<file path="src/rtl/pwrmode_pkg.sv">
package pwrmode_pkg;

  typedef enum logic [1:0] {
    ST_RUN   = 2'd0,
    ST_IDLE  = 2'd1,
    ST_SLEEP = 2'd2,
    ST_WAKE  = 2'd3
  } pm_state_t;

  localparam int SRC_W = 2;
  localparam int NSRC  = 3;
  localparam int MODE_W = 3;

  // Source field -> active source code: 00 primary, 01 secondary, 1x internal.
  function automatic logic [SRC_W-1:0] src_decode(input logic [1:0] fld);
    if (fld[1]) return 2'd2;
    return {1'b0, fld[0]};
  endfunction

  // State and source -> mode code: 0 sleep, 1..3 run, 4..6 idle.
  function automatic logic [MODE_W-1:0] mode_code(input pm_state_t st,
                                                  input logic [SRC_W-1:0] src);
    case (st)
      ST_RUN:  return 3'd1 + {1'b0, src};
      ST_IDLE: return 3'd4 + {1'b0, src};
      default: return 3'd0;
    endcase
  endfunction

endpackage

</file>
<file path="src/rtl/pm_ctl_reg.sv">
module pm_ctl_reg #(
  parameter int CTL_W = 8
) (
  input  logic             clk,
  input  logic             rst_n,
  input  logic             we,
  input  logic [CTL_W-1:0] wdata,
  output logic [CTL_W-1:0] ctl_q,
  output logic [CTL_W-1:0] ctl_next
);

  assign ctl_next = we ? wdata : ctl_q;

  always_ff @(posedge clk or negedge rst_n) begin
    if (!rst_n) ctl_q <= '0;
    else        ctl_q <= ctl_next;
  end

endmodule

</file>
<file path="src/rtl/pm_src_switch.sv">
module pm_src_switch
  import pwrmode_pkg::*;
(
  input  logic             clk,
  input  logic             rst_n,
  input  logic [SRC_W-1:0] req_src,
  input  logic [NSRC-1:0]  src_ready,
  output logic [SRC_W-1:0] act_src,
  output logic             pend_next,
  output logic             req_ready
);

  logic [SRC_W-1:0] act_next;

  assign req_ready = src_ready[req_src];
  assign act_next  = (req_src != act_src && req_ready) ? req_src : act_src;
  assign pend_next = (act_next != req_src);

  always_ff @(posedge clk or negedge rst_n) begin
    if (!rst_n) act_src <= '0;
    else        act_src <= act_next;
  end

endmodule

</file>
<file path="src/rtl/pm_mode_fsm.sv">
module pm_mode_fsm
  import pwrmode_pkg::*;
(
  input  logic      clk,
  input  logic      rst_n,
  input  logic      sleep_req,
  input  logic      wake_evt,
  input  logic      idle_sel,
  input  logic      pend_next,
  input  logic      req_ready,
  output pm_state_t state,
  output logic      sleep_pend,
  output logic      enter_low
);

  pm_state_t state_n;
  logic      pend_n;
  logic      cap_idle, cap_idle_n;
  logic      use_idle;

  assign use_idle  = sleep_req ? idle_sel : cap_idle;
  assign enter_low = (state == ST_RUN) && (sleep_req || sleep_pend) && !pend_next;

  always_comb begin
    state_n    = state;
    pend_n     = sleep_pend;
    cap_idle_n = cap_idle;
    case (state)
      ST_RUN: begin
        if (enter_low) begin
          state_n = use_idle ? ST_IDLE : ST_SLEEP;
          pend_n  = 1'b0;
        end else if (sleep_req) begin
          pend_n     = 1'b1;
          cap_idle_n = idle_sel;
        end
      end
      ST_IDLE:  if (wake_evt) state_n = ST_RUN;
      ST_SLEEP: if (wake_evt) state_n = req_ready ? ST_RUN : ST_WAKE;
      ST_WAKE:  if (req_ready) state_n = ST_RUN;
      default:  state_n = ST_RUN;
    endcase
  end

  always_ff @(posedge clk or negedge rst_n) begin
    if (!rst_n) begin
      state      <= ST_RUN;
      sleep_pend <= 1'b0;
      cap_idle   <= 1'b0;
    end else begin
      state      <= state_n;
      sleep_pend <= pend_n;
      cap_idle   <= cap_idle_n;
    end
  end

endmodule

</file>
<file path="src/rtl/pwrmode_ctrl.sv">
module pwrmode_ctrl
  import pwrmode_pkg::*;
#(
  parameter int CTL_W    = 8,
  parameter int IDLE_BIT = 7
) (
  input  logic             clk,
  input  logic             rst_n,
  input  logic             ctl_we,
  input  logic [CTL_W-1:0] ctl_wdata,
  input  logic             sleep_req,
  input  logic             wake_evt,
  input  logic [2:0]       src_ready,
  output logic [1:0]       src_sel,
  output logic             cpu_clk_en,
  output logic             per_clk_en,
  output logic [2:0]       mode
);

  logic [CTL_W-1:0] ctl_q, ctl_next;
  logic [SRC_W-1:0] req_src, act_src;
  logic             pend_next_w, req_ready_w;
  logic             sleep_pend_w, enter_low_w;
  pm_state_t        state;

  pm_ctl_reg #(.CTL_W(CTL_W)) i_reg (
    .clk(clk), .rst_n(rst_n), .we(ctl_we), .wdata(ctl_wdata),
    .ctl_q(ctl_q), .ctl_next(ctl_next)
  );

  assign req_src = src_decode(ctl_next[1:0]);

  pm_src_switch i_sw (
    .clk(clk), .rst_n(rst_n), .req_src(req_src), .src_ready(src_ready),
    .act_src(act_src), .pend_next(pend_next_w), .req_ready(req_ready_w)
  );

  pm_mode_fsm i_fsm (
    .clk(clk), .rst_n(rst_n), .sleep_req(sleep_req), .wake_evt(wake_evt),
    .idle_sel(ctl_q[IDLE_BIT]), .pend_next(pend_next_w), .req_ready(req_ready_w),
    .state(state), .sleep_pend(sleep_pend_w), .enter_low(enter_low_w)
  );

  assign src_sel    = act_src;
  assign cpu_clk_en = (state == ST_RUN);
  assign per_clk_en = (state == ST_RUN) || (state == ST_IDLE);
  assign mode       = mode_code(state, act_src);

endmodule

</file>
<file path="config.mk">
export PLATFORM = sky130hd
export DESIGN_NAME = pwrmode_ctrl
export DESIGN_NICKNAME = d
export VERILOG_FILES = /design/src/rtl/pwrmode_pkg.sv /design/src/rtl/pm_ctl_reg.sv /design/src/rtl/pm_src_switch.sv /design/src/rtl/pm_mode_fsm.sv /design/src/rtl/pwrmode_ctrl.sv
export SDC_FILE = /design/constraint.sdc
export NUM_CORES = 1
export LEC_CHECK = 0
export ABC_AREA = 1
export BUFFER_PORTS_ARGS = -buffer_cell sky130_fd_sc_hd__buf_4
export CELL_PAD_IN_SITES_DETAIL_PLACEMENT = 0
export CELL_PAD_IN_SITES_GLOBAL_PLACEMENT = 1
export CORE_MARGIN = 2
export CORE_UTILIZATION = 35
export CTS_CLUSTER_DIAMETER = 50
export DETAILED_ROUTE_END_ITERATION = 6
export HOLD_SLACK_MARGIN = 0.1
export PLACE_DENSITY_LB_ADDON = 0.1
export SYNTH_ARGS = -nofsm -noshare
export SYNTH_HDL_FRONTEND = slang
export SYNTH_SLANG_ARGS = --single-unit
</file>
<file path="constraint.sdc">
create_clock -name clk -period 2.1 [get_ports clk]
set_input_delay 0.21 -clock clk [delete_from_list [all_inputs] [get_ports clk]]
set_output_delay 0.21 -clock clk [all_outputs]
set_load 0.03 [all_outputs]
</file>
==> results of run 1 <==
[synthesized netlist by cell type (all sizes together)]
library cell	count
ha	1
a21oi	3
o22ai	1
o21ai	5
nor2	3
inv	13
or2	2
a31oi	1
nand3	9
nand2	38
mux2	1
dfrtp	9
[cells by family after synthesis]
family                   after synthesis
AO/OA/AOI/OAI                         10
adder cells (fa/ha/maj)                1
buffers and inverters                 13
flip-flops                             9
multiplexers                           1
AND/OR/NAND/NOR                       52
[metal layers]
layer	GRT usage	vias up
met5	0	-
met1	0.185	250
li1	-	314
met3	0.0706	2
met2	0.236	14
met4	0.0514	0
[where the power goes]
part / internal, mW / switching [mW] / total (mW) / leakage (nW)
Sequential: 0.225 / 0.0462 / 0.272 / 0.111
Clock: 0.0735 / 0.0656 / 0.139 / 0.0150
Combinational: 0.227 / 0.389 / 0.617 / 0.326
Total: 0.526 / 0.501 / 1.03 / 0.453
[how the worst min path moves through the flow]
| stage | startpoint | endpoint | slack [ns] | cells past startpoint |
|---|---|---|---|---|
| final | ctl_wdata[7] | i_reg.ctl_q[7]$_DFFE_PN0P_ | 0.14 | 3 |
| after global routing | ctl_wdata[7] | i_reg.ctl_q[7]$_DFFE_PN0P_ | 0.17 | 3 |
| after CTS | ctl_wdata[7] | i_reg.ctl_q[7]$_DFFE_PN0P_ | 0.13 | 3 |
| after detailed placement | rst_n | i_fsm.sleep_pend$_DFFE_PN0P_ | 0.05 | 1 |
| after global placement | rst_n | i_fsm.sleep_pend$_DFFE_PN0P_ | 0.05 | 1 |
| after floorplan | rst_n | i_fsm.cap_idle$_DFFE_PN0P_ | -0.09 | 0 |
[what timing repair did]
item,4_1_cts,5_1_grt
setup endpoints to repair,0,0
hold endpoints to repair,9,0
hold buffers,1,0
[worst max-delay path, stage by stage (launching register included)]
cell	delay, ns
dfrtp_1	0.43
nor2_2	0.40
nand2_1	0.08
o21ai_0	0.09
buf_4	0.18
[stage by stage]
step,utilization,setup WS [ns]
5_1_grt,0.481,0.306
3_5_place_dp,0.459,0.611
3_3_place_gp,0.459,0.614
4_1_cts,0.481,0.428
2_1_floorplan,-,0.433
6_report,0.481,0.446
[flip-flops by register name, indices dropped and copies added, names as in the netlist]
register / count
i_reg.ctl_q: 3
i_fsm.sleep_pend: 1
i_fsm.state: 2
i_fsm.cap_idle: 1
i_sw.act_src: 2
[area by class of cell]
type	instances	area [sq um]	share of cell area
multi-input cells	64	349	0.425
repair buffers	18	138	0.168
clock buffers	4	26.3	0.0320
well taps	25	31.3	0.0381
inverters	13	51.3	0.0625
flip-flops and latches	9	225	0.274
==> metrics.yaml, run 1 <==
die:
  ioPinCount: 23
  start_util: 0.366
  die_h_um: 46.3
  die_width_um: 46.3
  rows: 15
  die_area_sq_um: 2140
  core-area_sq_um: 1710
synth:
  syn_area_sq_um: 626
  synth_compound_area_frac: 0.0900
  synth_top_family_by_area: "simple AND/OR/NAND/NOR gates"
  synth.avg_cell_area_sq_um: 7.27
  synth_area_leaders: "dfrtp_1 36%, nand2_1 16%, nand2_2 10%, inv_1 6.6%, nand3_1 4.8%"
  yosys_warnings: 0
  synth-simple-area-share: 0.430
  ys_seq_area_frac: 0.360
  synth-xor-area-share: 0
  ys_ff_latch: 9
  synth_top_area_frac: 0.360
  yosys.area.top_type: "dfrtp_1"
  synth_mux_area_frac: 0.0180
  netlist_instances: 86
  synth_nets: 103
  synthAdderAreaFrac: 0.0200
  yosysUniqueCellTypes: 20
global_routing:
  track_usage: 0.152
  gr-total-overflow: 0
  antenna_found_initial: 0
  grt_pass1_wl_um: 2230
  grt_max_degree: 11
  grt_pass1_vias: 533
critical_path:
  r2r_slack_ns: 0.60
  ff2ff_path_depth: 8
  path_class: "reg2out"
  r2r-start: "i_fsm.state[0]$_DFFE_PN0P_"
  cp.required_ns: 1.89
  crit_path_end: "mode[0]"
  rr_endpoint: "i_fsm.state[0]$_DFFE_PN0P_"
  crit_start: "i_fsm.state[0]$_DFFE_PN0P_"
  cp_max_fo: 10
  start_kind: "flip-flop"
  end_kind: "output pin"
  arrival_ns: 1.44
timing:
  hold_slack_ns: 0.137
  maxSlewViolCount: 0
  hold_violations: 0
  setup_viol: 0
  tns_ns: 0
  rsz0062_at_grt: "no"
  timing.max_slew.rel_slack: 0.700
  timing.fmax_mhz: 605
  fin_skew_ns: 0.00332
  worst_slew_pin_slew_ns: 0.450
  layout_min_cycle_time_ns: 1.65
  finalCritPeriodShare: 0.788
clocking:
  insertion_delay_ns: 0.26
  cts_sinks: 9
  clk_pin_slew_ns: 0.06
  post_cts_buffers: 0
  htree_levels: 1
  cts-buffers-inserted: 3
  cts_tree: "yes"
  cts_buffer_depth: 2
  root_buffer: "clkbuf_4"
  cts-resized-gates: 0
pwr:
  power.leakage_nw: 0.453
  ir_worst_vdd_v: 0.000807
  power_density_nw_per_um2: 1250
  p_total_mw: 1.03
route:
  drt_first_pass_iters: 4
  drt-total-wl_um: 1270
  top_layer: "met4"
  wl_met3_um: 63
  dr_total_vias: 580
  drt-met1-wl_um: 635
  wl_met2_um: 560
  wire_per_inst_um: 9.54
  ant_nets: 0
  viasPerCell: 4.36
  drc_errors: 0
  drtIter0Drc: 12
place:
  postPlaceCellArea_sq_um: 785
  port_buffers: 17
  place_congestion: 0.766
  dpl.cell_count: 128
  post-dp-hpwl_um: 1010
finish:
  layout-drive-gt1-share: 0.380
  syn2layout_area_growth_pct: 31.2
  insertedDiodeCount: 0
  final_area_sq_um: 821
  final_cells: 133
  layout_commonest_cell: "nand2_1"
  fillerInstances: 184
  nNetsFinal: 126
  layout_common_cells: "26 x nand2_1, 17 x buf_4, 11 x inv_1"
run_status:
  status: "finished clean"
job:
  drv_cap: 0
min_path:
  hold_class: "in2reg"
Note: power is estimated with default switching activity, not from simulation.
==> run 2: changes to the inputs <==
ABC_AREA = 0   (was 1)
CORE_UTILIZATION = 29   (was 35)
clock period = 1.4 ns   (was 2.1 ns; I/O delays follow)
==> metrics.yaml, run 2 <==
run_status:
  status: "finished with violations"  # was finished clean
  violations: "setup timing"
synth:
  synth_nets: 75  # was 103
  yosys_warnings: 0  # unchanged
  ys_seq_area_frac: 0.424  # was 0.360
  synth_top_area_frac: 0.424  # was 0.360
  netlist_instances: 58  # was 86
  synthTopCellsByCount: "9 x dfrtp_1, 7 x nand2_1, 7 x nor2_1"  # was 26 x nand2_1, 11 x inv_1, 10 x nand2_2
  ys_async_sr_fraction: 1.00  # unchanged
  yosysMostFrequentCell: "dfrtp_1"  # was nand2_1
  syn_area_sq_um: 532  # was 626 sq um
  yosys.area.top_type: "dfrtp_1"  # unchanged
  synthFlopType: "dfrtp_1"  # unchanged
  synth.avg_cell_area_sq_um: 9.17  # was 7.27 sq um
  ys_ff_latch: 9  # unchanged
  synth-edff-count: 0  # unchanged
  yosysUniqueCellTypes: 24  # was 20
  synth_area_leaders: "dfrtp_1 42%, mux2i_1 5.6%, nand2_1 4.9%, nor2_1 4.9%, nand3_1 4.7%"  # was dfrtp_1 36%, nand2_1 16%, nand2_2 10%, inv_1 6.6%, nand3_1 4.8%
finish:
  insertedDiodeCount: 0  # unchanged
  reg_top3: "i_reg.ctl_q (3), i_fsm.state (2), i_sw.act_src (2)"  # unchanged
  layout_common_cells: "26 x buf_4, 8 x dfrtp_1, 7 x buf_6"  # was 26 x nand2_1, 17 x buf_4, 11 x inv_1
  nNetsFinal: 113  # was 126
  syn2layout_area_growth_pct: 76.7  # was 31.2%
  regArea_sq_um: 226  # was 225 sq um
  layout-drive-gt1-share: 0.558  # was 0.380
  largest_reg_flops: 3  # unchanged
  fillerInstances: 184  # unchanged
  multi_input_area_sq_um: 350  # was 349 sq um
  layout_commonest_cell: "buf_4"  # was nand2_1
  largest-register: "i_reg.ctl_q"  # unchanged
timing:
  fin_skew_ns: 0.00608  # was 0.00332 ns
  timing.max_slew.rel_slack: 0.754  # was 0.700
  layout_setup_ws_ns: -0.206  # was 0.446 ns
  hold_violations: 0  # unchanged
  rsz0062_at_grt: "yes"  # was no
  layout_min_cycle_time_ns: 1.61
  worst_slew_pin_slew_ns: 0.359  # was 0.450 ns
  timing.fmax_mhz: 623
  tns_ns: -0.878  # was 0 ns
  setup_viol: 8  # was 0
  finalCritPeriodShare: 1.15
  maxSlewViolCount: 0  # unchanged
critical_path:
  r2r_slack_ns: -0.21  # was 0.60 ns
  cpMaxStageDelayCell: "dfrtp_1"  # unchanged
  cp_max_fo: 3  # was 10
  crit_start: "i_reg.ctl_q[0]$_DFF_PN0_"  # was i_fsm.state[0]$_DFFE_PN0P_
  path_class: "reg2reg"  # was reg2out
  path_buf_inv: 0  # was 1
  start_kind: "flip-flop"  # unchanged
  rr_endpoint: "i_fsm.cap_idle$_DFFE_PN0P_"  # was i_fsm.state[0]$_DFFE_PN0P_
  cpPeakStageDelay_ns: 0.35  # was 0.43 ns
  cp.required_ns: 1.55  # was 1.89 ns
  arrival_ns: 1.76  # was 1.44 ns
  r2r-start: "i_reg.ctl_q[0]$_DFF_PN0_"  # was i_fsm.state[0]$_DFFE_PN0P_
  end_kind: "flip-flop"  # was output pin
  cp_cell_sequence: "mux2_4 > mux2i_4 > a31oi_2 > nor4_2 > mux2_1"  # was nor2_2 > nand2_1 > o21ai_0 > buf_4
  crit_family: "multiplexers"  # was simple AND/OR/NAND/NOR gates
  cp_num_cells: 5  # was 4
  crit_path_end: "i_fsm.cap_idle$_DFFE_PN0P_"  # was mode[0]
  ff2ff_path_depth: 5  # was 8
die:
  die_width_um: 46.8  # was 46.3 um
  die_area_sq_um: 2190  # was 2140 sq um
  die_h_um: 46.8  # was 46.3 um
  rows: 15  # unchanged
  core-area_sq_um: 1730  # was 1710 sq um
  ioPinCount: 23  # unchanged
  start_util: 0.308  # was 0.366
route:
  drt_first_pass_iters: 4  # unchanged
  drt-total-wl_um: 1380  # was 1270 um
  ant_nets: 0  # unchanged
  wire_per_inst_um: 11.5  # was 9.54 um
  drtIter0Drc: 6  # was 12
  drc_errors: 0  # unchanged
  dr_total_vias: 545  # was 580
  viasPerCell: 4.54  # was 4.36
clocking:
  cts_buffer_depth: 2  # unchanged
  insertion_delay_ns: 0.27  # was 0.26 ns
  htree_levels: 1  # unchanged
  cts_sinks: 9  # unchanged
  clk_pin_slew_ns: 0.07  # was 0.06 ns
  root_buffer: "clkbuf_4"  # unchanged
  cts_tree: "yes"  # unchanged
  cts-buffers-inserted: 3  # unchanged
place:
  port_buffers: 17  # unchanged
  place_congestion: 0.734  # was 0.766
  post-dp-hpwl_um: 956  # was 1010 um
global_routing:
  antenna_found_initial: 0  # unchanged
  grt_max_degree: 10  # was 11
  grt_pass1_wl_um: 2230  # unchanged
  track_usage: 0.154  # was 0.152
  gr-total-overflow: 0  # unchanged
  grt_pass1_vias: 502  # was 533
pwr:
  ir_worst_vdd_v: 0.000938  # was 0.000807 V
  p_total_mw: 1.57  # was 1.03 mW
  power.leakage_nw: 0.450  # was 0.453 nW
  power_density_nw_per_um2: 1670  # was 1250 nW/um^2
min_path:
  hold_class: "in2reg"  # unchanged
job:
  drv_cap: 0  # unchanged
==> run 2: cells by family after synthesis <==
logic type      count (synthesis)  share of synthesized area
buf+inv                         5                     0.0353
flops                           9                      0.424
simple gates                   26                      0.242
fa+ha+maj                       1                     0.0235
xor+xnor                        1                     0.0165
mux                             7                      0.153
compound gates                  9                      0.106
==> run 2: worst min path at each step <==
stage	startpoint	end	slack (ns)	cells past startpoint
final	src_ready[1]	i_sw.act_src[0]$_DFF_PN0_	0.14	3
after global placement	rst_n	i_reg.ctl_q[1]$_DFF_PN0_	-0.03	1
after global routing	src_ready[1]	i_sw.act_src[0]$_DFF_PN0_	0.14	3
after detailed placement	rst_n	i_reg.ctl_q[1]$_DFF_PN0_	-0.03	1
after CTS	src_ready[1]	i_sw.act_src[0]$_DFF_PN0_	0.13	3
after floorplan	rst_n	i_fsm.cap_idle$_DFFE_PN0P_	-0.16	0
==> run 2: where the power goes <==
group	leakage [nW]	switching, mW	internal, mW
Clock	0.0150	0.0986	0.110
Sequential	0.107	0.0978	0.337
Combinational	0.328	0.479	0.448
==> run 2: stage by stage <==
stage / area, sq um / setup slack [ns] / utilization / cells / hold slack, ns
after global placement: 759 / -0.224 / 0.440 / 108 / -0.0263
after detailed placement: 759 / -0.285 / 0.440 / 108 / -0.0253
after global routing: 940 / -0.304 / 0.544 / 120 / 0.142
after floorplan: 533 / -0.217 / - / 58 / -0.156
final: 940 / -0.206 / 0.544 / 120 / 0.138
after CTS: 908 / -0.215 / 0.526 / 119 / 0.132
==> run 2: cell type report <==
cell class | instances | share of cell area
multi-input cells | 44 | 0.373
well taps | 25 | 0.0333
clock buffers | 4 | 0.0280
repair buffers | 35 | 0.313
inverters | 3 | 0.0120
flip-flops and latches | 9 | 0.241
==> run 2: tightest hold or removal path, stage by stage <==
cell and delay (ns):
buf_4 0.10, nand3_1 0.06, nand2_1 0.07
==> run 2: timing repair <==
action                                  CTS  global route
hold endpoints to repair                 10             0
setup buffers                             5             1
endpoints found under the setup margin    6            11
cloned                                    0             0
pin swaps                                 6             3
hold buffers                              2             0
gates resized for setup                  13             7
==> run 2: per-layer routing <==
metal / share of wire / GRT usage
met2: 0.52 / 0.233
met3: 0.049 / 0.0577
met1: 0.41 / 0.189
met5: 0 / 0
met4: 0.021 / 0.0833
==> run 3: changes to the inputs <==
CORE_UTILIZATION = 34   (was 29)
SYNTH_HIERARCHICAL = 1   (was not set)
==> metrics.yaml, run 3 <==
clocking:
  cts_sinks: 9  # unchanged
  root_buffer: "clkbuf_4"  # unchanged
  htree_levels: 1  # unchanged
  cts_buffer_depth: 2  # unchanged
  cts-buffers-inserted: 3  # unchanged
  cts_tree: "yes"  # unchanged
  clk_pin_slew_ns: 0.06  # was 0.07 ns
  insertion_delay_ns: 0.26  # was 0.27 ns
place:
  port_buffers: 17  # unchanged
  post-dp-hpwl_um: 969  # was 956 um
  place_congestion: 0.811  # was 0.734
  pre_cts_slack_ns: -0.344  # was -0.285 ns
  dpl.cell_count: 98  # was 108
  postPlaceCellArea_sq_um: 772  # was 759 sq um
finish:
  nNetsFinal: 114  # was 113
  final_cells: 112  # was 120
  layout-drive-gt1-share: 0.531  # was 0.558
  reg_top3: "i_reg/ctl_q (3), i_fsm/state (2), i_sw/act_src (2)"  # was i_reg.ctl_q (3), i_fsm.state (2), i_sw.act_src (2)
  final_area_sq_um: 925  # was 940 sq um
  syn2layout_area_growth_pct: 65.7  # was 76.7%
  largest-register: "i_reg/ctl_q"  # was i_reg.ctl_q
  layout_common_cells: "31 x buf_4, 6 x nor2_1, 6 x dfrtp_1"  # was 26 x buf_4, 8 x dfrtp_1, 7 x buf_6
  largest_reg_flops: 3  # unchanged
  final_util: 0.607  # was 0.544
  layout_commonest_cell: "buf_4"  # unchanged
  insertedDiodeCount: 0  # unchanged
global_routing:
  antenna_found_initial: 0  # unchanged
  grt_max_degree: 10  # unchanged
  track_usage: 0.162  # was 0.154
  grt_pass1_wl_um: 2310  # was 2230 um
  gr-total-overflow: 0  # unchanged
  grt_pass1_vias: 529  # was 502
critical_path:
  cpPeakStageDelay_ns: 0.35  # about the same
  path_buf_inv: 0  # unchanged
  critPathMostFrequentCell: "mux2_4"
  cpMaxStageDelayCell: "dfrtp_1"  # unchanged
  cp_cell_sequence: "mux2_4 > nor2b_4 > xor2_1 > o221a_1 > nand3_2 > mux2_4"  # was mux2_4 > mux2i_4 > a31oi_2 > nor4_2 > mux2_1
  arrival_ns: 1.84  # was 1.76 ns
  start_kind: "flip-flop"  # unchanged
  r2r-start: "i_reg/ctl_q[1]$_DFF_PN0_"  # was i_reg.ctl_q[0]$_DFF_PN0_
  path_class: "reg2reg"  # unchanged
  cp.required_ns: 1.55  # about the same
  crit_family: "multiplexers"  # unchanged
  end_kind: "flip-flop"  # unchanged
  cp_max_fo: 4  # was 3
  crit_start: "i_reg/ctl_q[1]$_DFF_PN0_"  # was i_reg.ctl_q[0]$_DFF_PN0_
route:
  drtIter0Drc: 4  # was 6
  viasPerCell: 4.88  # was 4.54
  drt-total-wl_um: 1380  # about the same
  dr_total_vias: 547  # was 545
  drt_first_pass_iters: 4  # unchanged
  drc_errors: 0  # unchanged
  wire_per_inst_um: 12.3  # was 11.5 um
  ant_nets: 0  # unchanged
timing:
  layout_min_cycle_time_ns: 1.69  # was 1.61 ns
  setup_viol: 6  # was 8
  worst_slew_pin_slew_ns: 0.206  # was 0.359 ns
  tns_ns: -1.14  # was -0.878 ns
  maxSlewViolCount: 0  # unchanged
  hold_slack_ns: 0.190  # was 0.138 ns
  rsz0062_at_grt: "yes"  # unchanged
  layout_setup_ws_ns: -0.293  # was -0.206 ns
  finalCritPeriodShare: 1.21  # was 1.15
  fin_skew_ns: 0.00317  # was 0.00608 ns
  hold_violations: 0  # unchanged
  timing.max_slew.rel_slack: 0.859  # was 0.754
  timing.fmax_mhz: 591  # was 623 MHz
pwr:
  p_total_mw: 1.68  # was 1.57 mW
  power.leakage_nw: 0.466  # was 0.450 nW
  power_density_nw_per_um2: 1810  # was 1670 nW/um^2
  ir_worst_vdd_v: 0.000899  # was 0.000938 V
min_path:
  hold_class: "in2reg"  # unchanged
  hold_path.startpoint: "sleep_req"  # was src_ready[1]
run_status:
  violations: "setup timing"  # unchanged
  status: "finished with violations"  # unchanged
synth:
  netlist_instances: 57  # was 58
  synth_nets: 74  # was 75
  synth.avg_cell_area_sq_um: 9.79  # was 9.17 sq um
  syn_area_sq_um: 558  # was 532 sq um
  yosys_warnings: 6  # was 0
die:
  rows: 14  # was 15
  ioPinCount: 23  # unchanged
  core-area_sq_um: 1520  # was 1730 sq um
  die_h_um: 44.5  # was 46.8 um
  die_width_um: 44.5  # was 46.8 um
  die_area_sq_um: 1980  # was 2190 sq um
  start_util: 0.366  # was 0.308
job:
  drv_cap: 0  # unchanged
-- run 3: cell type report --
cell class                      count  area [sq um]
Multi-Input combinational cell     44           352
Clock buffer                        4          26.3
Tap cell                           16          20.0
Inverter                            3          11.3
Timing Repair Buffer               36           287
Sequential cell                     9           229
Fill cell                         134           599
-- run 3: final timing paths --
| path | to | slack [ns] | cells past startpoint |
|---|---|---|---|
| setup / recovery | i_fsm/cap_idle$_DFFE_PN0P_ | -0.29 | 6 |
| min in group asynchronous | i_fsm/sleep_pend$_DFFE_PN0P_ | 0.23 | 2 |
| max in group asynchronous | i_sw/act_src[0]$_DFF_PN0_ | 1.01 | 2 |
| hold reg to reg | i_fsm/cap_idle$_DFFE_PN0P_ | 0.55 | 1 |
| hold / removal | i_fsm/sleep_pend$_DFFE_PN0P_ | 0.19 | 3 |
| setup reg to reg | i_fsm/cap_idle$_DFFE_PN0P_ | -0.29 | 6 |
-- run 3: worst register-to-register path, stage by stage (launching register included) --
cell     delay, ns
dfrtp_1       0.35
mux2_4        0.30
nor2b_4       0.14
xor2_1        0.15
o221a_1       0.25
nand3_2       0.09
mux2_4        0.30
-- run 3: routing by layer --
layer / part of all wire / routed length [um] / vias up / track usage
met4: 0.0065 / 9 / 0 / 0.0364
met5: 0 / 0 / - / 0
li1: - / - / 275 / -
met3: 0.050 / 69 / 2 / 0.0735
met1: 0.43 / 587 / 258 / 0.198
met2: 0.52 / 711 / 12 / 0.258
-- run 3: report_power, final --
group	internal (mW)	switching [mW]	total [mW]	leakage, nW
registers	0.344	0.107	0.451	0.105
logic	0.518	0.503	1.02	0.346
clock network	0.110	0.0944	0.204	0.0150
total	0.972	0.704	1.68	0.466
-- run 3: what timing repair did --
action / 4_1_cts / 5_1_grt
pin swaps: 3 / 1
hold endpoints to repair: 9 / 1
gates resized for setup: 6 / 8
endpoints found under the setup margin: 6 / 8
hold buffers: 1 / 1
buffers inserted: 4 / 4
